[src/rtl/xtea_pkg.sv]
package xtea_pkg;
    localparam int XTEA_W      = 32;
    localparam int XTEA_SHL    = 4;
    localparam int XTEA_SHR    = 5;
    localparam int XTEA_KWORDS = 4;
    localparam int XTEA_KHI    = 11;
    localparam logic [31:0] XTEA_DELTA = 32'h9E37_79B9;

    typedef enum logic [2:0] {
        OP_ENC_LO = 3'b000,
        OP_ENC_HI = 3'b001,
        OP_DEC_LO = 3'b010,
        OP_DEC_HI = 3'b011,
        OP_INIT   = 3'b100
    } xtea_op_e;

    typedef enum logic [0:0] {
        ST_IDLE = 1'b0,
        ST_RESP = 1'b1
    } xtea_state_e;
endpackage

[src/rtl/xtea_key_bank.sv]
module xtea_key_bank #(
    parameter int WORD_W = 32,
    parameter int NWORDS = 4,
    localparam int IDX_W = $clog2(NWORDS)
) (
    input  logic                          clk,
    input  logic                          rst_n,
    input  logic                          wr_en,
    input  logic [IDX_W-1:0]              wr_idx,
    input  logic [WORD_W-1:0]             wr_data,
    output logic [NWORDS-1:0][WORD_W-1:0] words
);
    logic [NWORDS-1:0][WORD_W-1:0] bank_q;

    for (genvar g = 0; g < NWORDS; g++) begin : g_word
        always_ff @(posedge clk or negedge rst_n) begin
            if (!rst_n) begin
                bank_q[g] <= '0;
            end else if (wr_en && (wr_idx == IDX_W'(g))) begin
                bank_q[g] <= wr_data;
            end
        end
    end

    assign words = bank_q;

    // a write lands in the addressed word
    a_r7_key_write_lands: assert property (@(posedge clk) disable iff (!rst_n)
        wr_en |=> words[$past(wr_idx)] == $past(wr_data));
endmodule

[src/rtl/xtea_mixer.sv]
module xtea_mixer #(
    parameter int WORD_W = 32,
    parameter int SHL    = 4,
    parameter int SHR    = 5
) (
    input  logic [WORD_W-1:0] data,
    input  logic [WORD_W-1:0] sum,
    input  logic [WORD_W-1:0] key_word,
    output logic [WORD_W-1:0] term
);
    logic [WORD_W-1:0] feistel;

    always_comb begin
        feistel = ((data << SHL) ^ (data >> SHR)) + data;
        term    = feistel ^ (sum + key_word);
    end
endmodule

[src/rtl/xtea_step_unit.sv]
module xtea_step_unit
    import xtea_pkg::*;
#(
    parameter int          WORD_W = XTEA_W,
    parameter int          KWORDS = XTEA_KWORDS,
    parameter int          SHL    = XTEA_SHL,
    parameter int          SHR    = XTEA_SHR,
    parameter int          KHI    = XTEA_KHI,
    parameter logic [31:0] DELTA  = XTEA_DELTA,
    localparam int         KIDX_W = $clog2(KWORDS)
) (
    input  logic              clk,
    input  logic              rst_n,
    input  logic              start,
    input  logic [2:0]        funct3,
    input  logic [6:0]        funct7,
    input  logic [WORD_W-1:0] rs1,
    input  logic [WORD_W-1:0] rs2,
    output logic [WORD_W-1:0] result,
    output logic              done,
    output logic              illegal,
    input  logic              key_we,
    input  logic [KIDX_W-1:0] key_addr,
    input  logic [WORD_W-1:0] key_wdata,
    output logic [WORD_W-1:0] key_rdata
);
    localparam logic [WORD_W-1:0] DELTA_W = WORD_W'(DELTA);

    xtea_state_e                    state_q, state_d;
    logic [WORD_W-1:0]              sum_q;
    logic [WORD_W-1:0]              result_q, result_d;
    logic                           illegal_q;
    logic                           legal;
    logic [KWORDS-1:0][WORD_W-1:0]  key_words;
    logic [1:0][WORD_W-1:0]         lane_term;

    xtea_key_bank #(.WORD_W(WORD_W), .NWORDS(KWORDS)) u_keys (
        .clk     (clk),
        .rst_n   (rst_n),
        .wr_en   (key_we),
        .wr_idx  (key_addr),
        .wr_data (key_wdata),
        .words   (key_words)
    );

    assign key_rdata = key_words[key_addr];

    // lane 0 mixes rs2 with the low-index key; lane 1 mixes rs1 with the high-index key
    for (genvar g = 0; g < 2; g++) begin : g_lane
        logic [WORD_W-1:0] lane_data;
        logic [KIDX_W-1:0] lane_idx;
        if (g == 0) begin : g_lo
            assign lane_data = rs2;
            assign lane_idx  = sum_q[KIDX_W-1:0];
        end else begin : g_hi
            assign lane_data = rs1;
            assign lane_idx  = sum_q[KHI +: KIDX_W];
        end
        xtea_mixer #(.WORD_W(WORD_W), .SHL(SHL), .SHR(SHR)) u_mix (
            .data     (lane_data),
            .sum      (sum_q),
            .key_word (key_words[lane_idx]),
            .term     (lane_term[g])
        );
    end

    always_comb begin
        legal = (funct7 == 7'd0);
        unique case (funct3)
            OP_ENC_LO, OP_ENC_HI, OP_DEC_LO, OP_DEC_HI, OP_INIT: ;
            default: legal = 1'b0;
        endcase
    end

    always_comb begin
        result_d = '0;
        if (legal) begin
            unique case (funct3)
                OP_ENC_LO: result_d = rs1 + lane_term[0];
                OP_ENC_HI: result_d = rs2 + lane_term[1];
                OP_DEC_LO: result_d = rs1 - lane_term[0];
                OP_DEC_HI: result_d = rs2 - lane_term[1];
                default:   result_d = '0;
            endcase
        end
    end

    // state register
    always_ff @(posedge clk or negedge rst_n) begin
        if (!rst_n) state_q <= ST_IDLE;
        else        state_q <= state_d;
    end

    always_comb begin
        unique case (state_q)
            ST_IDLE: state_d = start ? ST_RESP : ST_IDLE;
            ST_RESP: state_d = start ? ST_RESP : ST_IDLE;
            default: state_d = ST_IDLE;
        endcase
    end

    // outputs and running sum
    always_ff @(posedge clk or negedge rst_n) begin
        if (!rst_n) begin
            result_q  <= '0;
            illegal_q <= 1'b0;
            sum_q     <= '0;
        end else if (start) begin
            result_q  <= result_d;
            illegal_q <= !legal;
            if (legal) begin
                unique case (funct3)
                    OP_INIT:   sum_q <= rs1;
                    OP_ENC_LO: sum_q <= sum_q + DELTA_W;
                    OP_DEC_HI: sum_q <= sum_q - DELTA_W;
                    default:   sum_q <= sum_q;
                endcase
            end
        end
    end

    assign result  = result_q;
    assign illegal = illegal_q && (state_q == ST_RESP);
    assign done    = (state_q == ST_RESP);

    // completion follows the start by one cycle
    a_r9_done_after_start: assert property (@(posedge clk) disable iff (!rst_n)
        start |=> done);
    // no completion without a start one cycle earlier
    a_r9_done_needs_start: assert property (@(posedge clk) disable iff (!rst_n)
        done |-> $past(start));
    // the illegal flag only accompanies a completion
    a_r8_illegal_with_done: assert property (@(posedge clk) disable iff (!rst_n)
        illegal |-> done);
    // an illegal operation returns zero
    a_r8_illegal_zero_result: assert property (@(posedge clk) disable iff (!rst_n)
        illegal |-> (result == '0));
    // an illegal operation leaves the sum alone
    a_r8_illegal_keeps_sum: assert property (@(posedge clk) disable iff (!rst_n)
        (start && !legal) |=> $stable(sum_q));
    // encrypt-high leaves the sum alone
    a_r4_enc_hi_keeps_sum: assert property (@(posedge clk) disable iff (!rst_n)
        (start && funct7 == 7'd0 && funct3 == OP_ENC_HI) |=> $stable(sum_q));
endmodule

[config.mk]
export PLATFORM = sky130hd
export DESIGN_NAME = xtea_step_unit
export DESIGN_NICKNAME = d
export VERILOG_FILES = /design/src/rtl/xtea_pkg.sv /design/src/rtl/xtea_key_bank.sv /design/src/rtl/xtea_mixer.sv /design/src/rtl/xtea_step_unit.sv
export SDC_FILE = /design/constraint.sdc
export NUM_CORES = 1
export LEC_CHECK = 0
export BUFFER_PORTS_ARGS = -buffer_cell sky130_fd_sc_hd__buf_2
export CAP_MARGIN = 20
export CORE_ASPECT_RATIO = 0.8
export CORE_MARGIN = 4
export CORE_UTILIZATION = 45
export CTS_CLUSTER_DIAMETER = 100
export DETAILED_ROUTE_END_ITERATION = 10
export HOLD_SLACK_MARGIN = 0.1
export SYNTH_ARGS = -nofsm -noshare
export SYNTH_HDL_FRONTEND = slang
export SYNTH_SLANG_ARGS = --single-unit
[constraint.sdc]
create_clock -name clk -period 7.52 [get_ports clk]
set_input_delay 0.376 -clock clk [delete_from_list [all_inputs] [get_ports clk]]
set_output_delay 0.376 -clock clk [all_outputs]
set_load 0.1 [all_outputs]
# Yosys cells after proc, flatten, opt, wreduce, memory -nomap -nowiden
# Cells that the tools add are included.
[classes]
addsub = 10
magnitude_cmp = 3
eq_ne = 7
n_mux = 11
n_bitwise = 4
n_reduce_logical = 12
[op_table]
columns = ["cell", "n"]
rows = [
  ["32-bit adder", 6],
  ["32-bit binary-select mux with 2-bit select", 3],
  ["32-bit two-way mux", 4],
  ["32-bit case mux with 4 select lines", 1],
  ["32-bit case mux with 3 select lines", 1],
  ["32-bit subtractor", 2],
  ["32-bit by 27-bit XOR with 32-bit output", 2],
  ["32-bit XOR", 2],
  ["32-bit adder, second input constant", 1],
  ["32-bit subtractor, second input constant", 1],
  ["2-bit by 3-bit less-than comparator with 1-bit output, second input constant", 3],
  ["7-bit zero test", 1],
  ["3-bit by 2-bit equality test with 1-bit output, second input constant", 2],
  ["1-bit logical AND", 5],
  ["5-bit OR reduction", 1],
  ["2-bit equality test, second input constant", 2],
  ["3-bit by 1-bit equality test with 1-bit output, second input constant", 1],
  ["3-bit equality test, second input constant", 1],
  ["3-bit zero test", 1],
  ["3-bit AND reduction", 1],
  ["3-bit nonzero test", 1],
  ["2-bit by 1-bit equality test with 1-bit output, second input constant", 1],
  ["2-bit zero test", 1],
  ["1-bit two-way mux", 2],
  ["1-bit zero test", 1],
]
[word_totals]
reg_bits = 194
inputBits = 112
output_inout_bits = 66
elab_cells = 55

# Longest topological paths before layout
# Gate-level depths: netlist of run 1.
[depth]
word_depth = 7
depth_mapped = 32
mapped_depth_nobuf = 31

# Modules after synthesis
# Synthesis of run 1 repeated with hierarchy kept, for this count alone.
[unflattened]
hier_cells = 2452
area_unflattened_um2 = 23109.7
[modules_own_cells]
columns = ["mod", "n_inst", "cells_each", "area_per_inst_um2", "seq_area_each_um2"]
rows = [
  ["xtea_step_unit", 1, 1274, 11225.8, 1651.6],
  ["xtea_mixer", 2, 453, 3569.7, 0.0],
  ["xtea_key_bank", 1, 272, 4744.6, 3203.1],
]

# Worst setup path before layout of run 1
# No wires, ideal clock.
[synth_path]
kind = "register to register"
startpoint = "reg sum_q[11]"
endpoint = "reg result_q[30] (netlist: result[30])"
t_arrival_ns = 6.595
required_time_ns = 7.396
slack_ns = 0.801
stages_incl_launch_ff = 32
path_buffers = 2
period_less_slack_ns = 6.719
cell_sequence = "dfrtp_1 clkbuf_1 buf_1 mux4_2 ha_1 a21o_1 a21oi_2 o211ai_2 a22o_1 or2_2 xnor2_1 nor3_2 and3_1 and2_1 nand3_1 o21ai_0 xor2_1 ha_1 a21o_1 a21o_1 a21o_1 a21o_1 a21oi_1 nor2_1 nor2_1 o31ai_1 a21oi_1 nor2b_1 o22a_1 a21oi_1 mux2i_1 a211o_1"
[synth_via]
elab_chain_len = 7
[synth_lines]
columns = ["element", "line_no", "rtl"]
rows = [
  ["start, declared", "xtea_step_unit.sv:30", "logic [WORD_W-1:0] sum_q;"],
  ["start signal, assigned", "xtea_step_unit.sv:113", "OP_INIT: sum_q <= rs1;"],
  ["start signal, assigned", "xtea_step_unit.sv:114", "OP_ENC_LO: sum_q <= sum_q + DELTA_W;"],
  ["start signal, assigned", "xtea_step_unit.sv:115", "OP_DEC_HI: sum_q <= sum_q - DELTA_W;"],
  ["32-bit binary-select mux with 2-bit select", "xtea_step_unit.sv:62", ".key_word (key_words[lane_idx]),"],
  ["32-bit two-way mux (not written as such)", "xtea_step_unit.sv:62", ""],
  ["32-bit adder", "xtea_mixer.sv:15", "term = feistel ^ (sum + key_word);"],
  ["32-bit XOR", "xtea_mixer.sv:15", ""],
  ["32-bit subtractor / 32-bit adder (equally long branches)", "xtea_step_unit.sv:82, xtea_step_unit.sv:80", ""],
  ["32-bit case mux with 4 select lines *", "xtea_step_unit.sv:78", "unique case (funct3)"],
  ["32-bit two-way mux *", "xtea_step_unit.sv:77", "if (legal) begin"],
  ["end signal, assigned", "xtea_step_unit.sv:109", "result_q <= result_d;"],
  ["end, declared", "xtea_step_unit.sv:31", "logic [WORD_W-1:0] result_q, result_d;"],
]
# Every way passes the cells marked *; elsewhere a longest branch is shown, timed or not. The select of a mux whose other input is x is not followed.
# A chain may end at the register's enable or synchronous reset.

# Final worst setup path of run 1
[layout_path]
startpoint = "reg sum_q[1]"
endpoint = "reg result_q[31] (netlist: result[31])"
[layout_via]
elab_chain_len = 7
[layout_lines]
columns = ["element", "line_no"]
rows = [
  ["32-bit binary-select mux with 2-bit select", "xtea_step_unit.sv:62"],
  ["32-bit two-way mux (not written as such)", "xtea_step_unit.sv:62"],
  ["32-bit adder", "xtea_mixer.sv:15"],
  ["32-bit XOR", "xtea_mixer.sv:15"],
  ["32-bit subtractor / 32-bit adder (equally long branches)", "xtea_step_unit.sv:81, xtea_step_unit.sv:79"],
  ["32-bit case mux with 4 select lines *", "xtea_step_unit.sv:78"],
  ["32-bit two-way mux *", "xtea_step_unit.sv:77"],
]
# Marked as above.

==> flow_metrics.py, run 1 <==
metrics = {
    "status": {
        "status": "finished clean",
    },
    "floorplan": {
        "die_h_um": 207,
        "num_rows": 72,
        "die_area_mm2": 0.0532,
        "fp.coreArea_mm2": 0.0486,
        "die_x_um": 257,
        "start_util_pct": 45.8,
        "ios": 178,
    },
    "synthesis": {
        "synth_top_area_share_pct": 21.8,
        "avgSynthCellArea_um2": 9.39,
        "synth_top_family_by_area": "compound AO/OA/AOI/OAI gates",
        "synth_xor_area_share_pct": 14.3,
        "ys.flop_type": "dfrtp_1",
        "synth_cell_types": 90,
        "syn_area_mm2": 0.0223,
        "synth-seq-cells": 194,
        "synthAdderAreaFrac_pct": 12.9,
        "synth.area.mux_share_pct": 16.3,
        "synthTopCellsByArea": "dfrtp_1, ha_1, mux4_2",
        "synth_edf_count": 0,
        "synth_compound_area_share_pct": 21.0,
        "synthCells": 2373,
        "synthSimpleGateAreaFrac_pct": 11.3,
        "yosysTopAreaCell": "dfrtp_1",
        "ys_seq_area_share_pct": 21.8,
        "synthArstFlopShare_pct": 100,
        "syn_nets": 2710,
        "ys_warn_count": 0,
    },
    "timing": {
        "finalSetupTns_ps": 0,
        "rsz0062_at_grt": "false",
        "fin_crit_ps": 6980,
        "finalHoldViolations": 0,
        "slew_headroom_pct": 32.8,
        "fin_crit_sh_pct": 92.8,
        "finalSetupViolations": 0,
        "timing.fmax_mhz": 143,
        "finClkSkew_ps": 24.0,
        "drv_slew": 0,
        "worstMarginPinSlew_ps": 1010,
    },
    "worst_setup_path": {
        "cp_max_fo": 14,
        "timing.rr.start": "sum_q[1]",
        "critical-path-slowest-cell": "dfrtp_1",
        "worst-setup-path-type": "flip-flop to flip-flop",
        "critPathLaunch": "sum_q[1]",
        "crit_path_max_incr_delay_ps": 690,
        "r2r-end": "result[31]",
        "path_buf_inv": 2,
        "crit_path_end_kind": "flip-flop",
        "crit_required_ps": 7850,
        "r2r_cells": 30,
        "critPathArrivalTime_ps": 7310,
        "start_kind": "flip-flop",
        "path_delay_family": "compound AO/OA/AOI/OAI gates",
        "r2r_setup_slack_ps": 540,
        "path_depth": 30,
    },
    "placement": {
        "gp_congestion": 0.942,
        "numPortBuffers": 177,
        "dp_hpwl_mm": 57.6,
        "placed_area_mm2": 0.0239,
    },
    "clock_tree": {
        "cts_buffer_depth": 2,
        "postCtsSetupBuffers": 0,
        "clk_latency_ps": 460,
        "cts_tree": "built",
        "clock-sinks": 194,
        "cts-buffers-inserted": 17,
        "clk_pin_slew_worst_paths_ps": 90,
        "htreeDepth": 4,
        "root_buffer": "clkbuf_16",
    },
    "detailed_routing": {
        "firstDrtPassIters": 5,
        "first_iter_violations": 1129,
        "routed_wl_mm": 71.9,
        "postRouteAntennaNets": 0,
        "avgViaCountPerCell": 6.12,
        "wl_per_cell_um": 22.7,
        "via_count": 19400,
        "drc": 0,
    },
    "final_layout": {
        "area_growth_syn_to_layout_pct": 10.2,
        "mostFrequentLayoutCells": "xnor2_1, ha_1, a21oi_1",
        "postLayoutCellArea_mm2": 0.0246,
        "drive_gt1_share_pct": 20.4,
        "final_common_cell": "xnor2_1",
        "layout.nets": 2858,
    },
    "min_path": {
        "hp-start": "key_wdata[18]",
        "hold-path-cell-count": 2,
        "hold_path_end": "u_keys.words[82]",
        "hold_path.class": "primary input to flip-flop",
    },
    "pwr": {
        "leakagePower_nw": 10.9,
        "combinationalPowerShare_pct": 65.9,
        "p_sw_share_pct": 48.5,
        "ir_drop_uv": 151,
        "power_density_mw_per_mm2": 274,
        "power_switching_mw": 3.27,
        "p_int_mw": 3.47,
        "p_clk_share_pct": 14.4,
        "power.share.sequential_pct": 19.7,
    },
    "global_routing": {
        "grt_max_degree": 73,
        "gr-usage-all-layers_pct": 26.3,
        "antenna_found_initial": 1,
        "grt_pass1_vias": 18900,
        "grt_overflow": 0,
        "grt_pass1_wl_mm": 110,
    },
    "job": {
        "maxCapViolations": 0,
    },
}
[sequential cells by signal (all words and copies together) (netlist names)]
signal and flops:
done 1, illegal_q 1, sum_q 32, result 32
u_keys.words 128
[layout make-up]
type | instances | area (um2)
antenna | 2 | 5.00
timing repair buffer | 204 | 1110
multi-input combinational | 2035 | 16900
clock buffer | 18 | 429
tap | 629 | 787
clock inverter | 14 | 188
sequential | 194 | 4860
inverter | 69 | 259
fill | 4491 | 24100
[through the flow]
| stage | power [mW] | hold WS, ps | utilization [%] | std cells | setup slack (ps) |
|---|---|---|---|---|---|
| 6_report | 6.73 | 190 | 50.5 | 3165 | 539 |
| 5_1_grt | 7.20 | 167 | 50.5 | 3163 | 19.3 |
| 4_1_cts | 6.69 | 167 | 50.4 | 3163 | 383 |
| 3_5_place_dp | 5.69 | 454 | 49.1 | 3129 | 404 |
| 3_3_place_gp | 5.63 | 449 | 49.1 | 3129 | 491 |
| 2_1_floorplan | 4.68 | 80.4 | - | 2373 | 801 |
[cell families (layout without fill, tap and decap cells)]
logic type / Yosys count / count (layout)
adder cells (fa/ha/maj): 225 / 225
XOR/XNOR: 363 / 363
buffers and inverters: 144 / 305
other: 0 / 2
multiplexers: 227 / 227
AO/OA/AOI/OAI: 701 / 701
flip-flops: 194 / 194
AND/OR/NAND/NOR: 519 / 519
[worst register-to-register path: cells and delay by family, from the launching register on]
kind / cells / cell delay, ps
xor gates and xnor gates: 5 / 910
AOI/OAI and AO/OA: 14 / 2670
buffers and inverters: 2 / 250
muxes: 1 / 300
adders and majority gates: 3 / 1010
and+or+nand+nor: 5 / 990
DFF: 1 / 690
[cell usage after synthesis, drive strengths merged, types with 57 or more instances]
library cell,number
clkbuf,57
xnor2,225
o21ai,148
a21oi,197
xor2,138
mux4,96
ha,218
a21o,89
dfrtp,194
inv,68
nor2,125
mux2,128
nand2,164
[worst max-delay path by stage]
stage	endpoint	slack, ps
finish	result[31]	540
CTS	result[31]	380
detailed placement	result[31]	400
global route	result[31]	20
floorplan	result[30]	800
global placement	result[31]	490
[routing by layer]
metal,vias up,GRT usage [%],wire length [um]
met2,662,39.3,30200
met3,65,3.68,4940
met4,2,4.40,902
met1,9457,41.0,35900
li1,9185,-,-
met5,-,0,7
[power by group through the flow]
stage | logic (mW) | clock network (mW) | registers, mW
4_1_cts | 4.38 | 0.994 | 1.32
2_1_floorplan | 3.39 | 0 | 1.29
6_report | 4.44 | 0.972 | 1.33
3_5_place_dp | 4.35 | 0 | 1.34
5_1_grt | 4.82 | 1.03 | 1.35
3_3_place_gp | 4.31 | 0 | 1.33
[repair_timing]
| action | in CTS | in global routing |
|---|---|---|
| gates resized for setup | 0 | 8 |
| hold endpoints to repair | 71 | 0 |
| hold buffers | 2 | 0 |
| endpoints found under the setup margin | 0 | 3 |
(Power assumes the default switching activity.)
==> run 2: changes to the inputs <==
Settings changed: CELL_PAD_IN_SITES_DETAIL_PLACEMENT set to 1, CELL_PAD_IN_SITES_GLOBAL_PLACEMENT set to 2, CORE_UTILIZATION 45 to 40, PLACE_DENSITY_LB_ADDON set to 0.1, TNS_END_PERCENT set to 50.
==> flow_metrics.py, run 2 (synthesized netlist as in run 1, its figures left out) <==
metrics = {
    "status": {
        "status": "finished clean",
    },
    "job": {
        "maxCapViolations": 0,
    },
    "placement": {
        "dp_hpwl_mm": 64.9,
        "dp.cells": 3255,
        "gp_congestion": 0.884,
        "numPortBuffers": 177,
        "dp_slack_ps": 418,
    },
    "timing": {
        "rsz0062_at_grt": "false",
        "setup_slack_ps": 524,
        "whs_ps": 163,
        "worstMarginPinSlew_ps": 1010,
        "finalSetupViolations": 0,
        "fin_crit_sh_pct": 93.0,
        "finClkSkew_ps": 22.0,
        "timing.fmax_mhz": 143,
        "finalSetupTns_ps": 0,
        "finalHoldViolations": 0,
        "drv_slew": 0,
        "fin_crit_ps": 7000,
        "slew_headroom_pct": 32.7,
    },
    "worst_setup_path": {
        "crit_path_max_incr_delay_ps": 580,
        "crit_required_ps": 7870,
        "critPathArrivalTime_ps": 7350,
        "critical-path-slowest-cell": "mux4_2",
        "worst-setup-path-type": "flip-flop to flip-flop",
        "cp_max_fo": 12,
        "crit_path_end_kind": "flip-flop",
        "r2r_cells": 30,
        "path_common_cell": "a21oi_1",
        "start_kind": "flip-flop",
    },
    "clock_tree": {
        "cts_buffer_depth": 2,
        "cts-buffers-inserted": 17,
        "clock-sinks": 194,
        "htreeDepth": 4,
        "clk_pin_slew_worst_paths_ps": 90,
        "cts_tree": "built",
        "clk_latency_ps": 490,
        "root_buffer": "clkbuf_16",
    },
    "final_layout": {
        "antennaDiodeCount": 0,
        "mostFrequentLayoutCells": "xnor2_1, ha_1, a21oi_1",
        "area_growth_syn_to_layout_pct": 11.1,
        "drive_gt1_share_pct": 20.8,
        "final_common_cell": "xnor2_1",
        "layout.cells.non_filler": 3289,
        "layout.nets": 2864,
        "largest_register_ffs": 128,
    },
    "floorplan": {
        "fp.coreArea_mm2": 0.0552,
        "start_util_pct": 40.4,
        "die_h_um": 219,
        "die_area_mm2": 0.0596,
        "num_rows": 77,
        "die_x_um": 272,
        "ios": 178,
    },
    "detailed_routing": {
        "via_count": 19400,
        "drc": 0,
        "routed_wl_mm": 80.7,
        "wl_per_cell_um": 24.5,
        "avgViaCountPerCell": 5.90,
        "postRouteAntennaNets": 0,
        "first_iter_violations": 1241,
        "firstDrtPassIters": 5,
    },
    "global_routing": {
        "grt_pass1_wl_mm": 122,
        "grt_overflow": 0,
        "antenna_found_initial": 1,
        "gr-usage-all-layers_pct": 26.9,
        "grt_max_degree": 77,
        "grt_pass1_vias": 19900,
    },
    "min_path": {
        "hold-path-cell-count": 2,
        "hold_path.class": "primary input to flip-flop",
    },
    "pwr": {
        "power_density_mw_per_mm2": 278,
        "leakagePower_nw": 11.0,
        "ir_drop_uv": 217,
    },
}
[run 2: cell count changes in the layout (fill, tap and decap cells not counted), moves of 2 or more]
cell	change
inv_8	+4
nor3_1	-2
clkinv_8	-2
nor3_2	+2
buf_4	+6
diode_2	-2
[run 2: worst max-delay path, delay by kind of cell (launching register included)]
| kind | cells | cell delay, ps |
|---|---|---|
| AND/OR/NAND/NOR | 5 | 890 |
| AO/OA/AOI/OAI | 15 | 2690 |
| flip-flops | 1 | 550 |
| buffers and inverters | 3 | 580 |
| multiplexers | 1 | 580 |
| adder cells (fa/ha/maj) | 2 | 750 |
| XOR/XNOR | 4 | 820 |
[run 2: timing repair]
action	in CTS	in global routing
hold buffers	2	0
setup endpoints to repair	0	4
endpoints found under the hold margin	76	0
buffers inserted	0	0
gates resized for setup	0	10
[run 2: stage by stage]
stage / power [mW] / util (%) / area, um2
finish: 6.88 / 44.8 / 24800
floorplan: 4.68 / - / 22300
CTS: 6.87 / 44.8 / 24700
global route: 7.38 / 44.8 / 24800
detailed placement: 5.83 / 43.6 / 24100
global placement: 5.74 / 43.6 / 24100
[run 2: report_power, final]
part           switching [mW]  leakage (nW)  internal, mW
Sequential              0.154          2.42          1.18
Combinational            2.74          8.25          1.81
Clock                   0.518         0.299         0.481
Total                    3.41          11.0          3.47
[run 2: final timing paths]
kind,slack (ps),end,startpoint
setup / recovery,520,result[31],sum_q[0]
hold / removal,160,u_keys.words[90],key_wdata[26]
setup reg to reg,520,result[31],sum_q[0]
hold reg to reg,480,result[27],result[27]
max in group asynchronous,5630,sum_q[11],rst_n
min in group asynchronous,500,result[1],rst_n
[run 2: area by class of cell]
cell class                 instances  area (um2)
fill                            6332       30500
multi-input combinational       2035       16900
sequential                       194        4860
timing repair buffer             210        1150
tap                              750         938
clock buffer                      17         425
inverter                          69         259
clock inverter                    14         186
[run 2: metal layers]
layer / global-route usage, % / routed length (um)
met2: 41.1 / 34500
met1: 41.0 / 42000
met5: 0 / 0
met3: 3.01 / 2880
met4: 5.46 / 1400
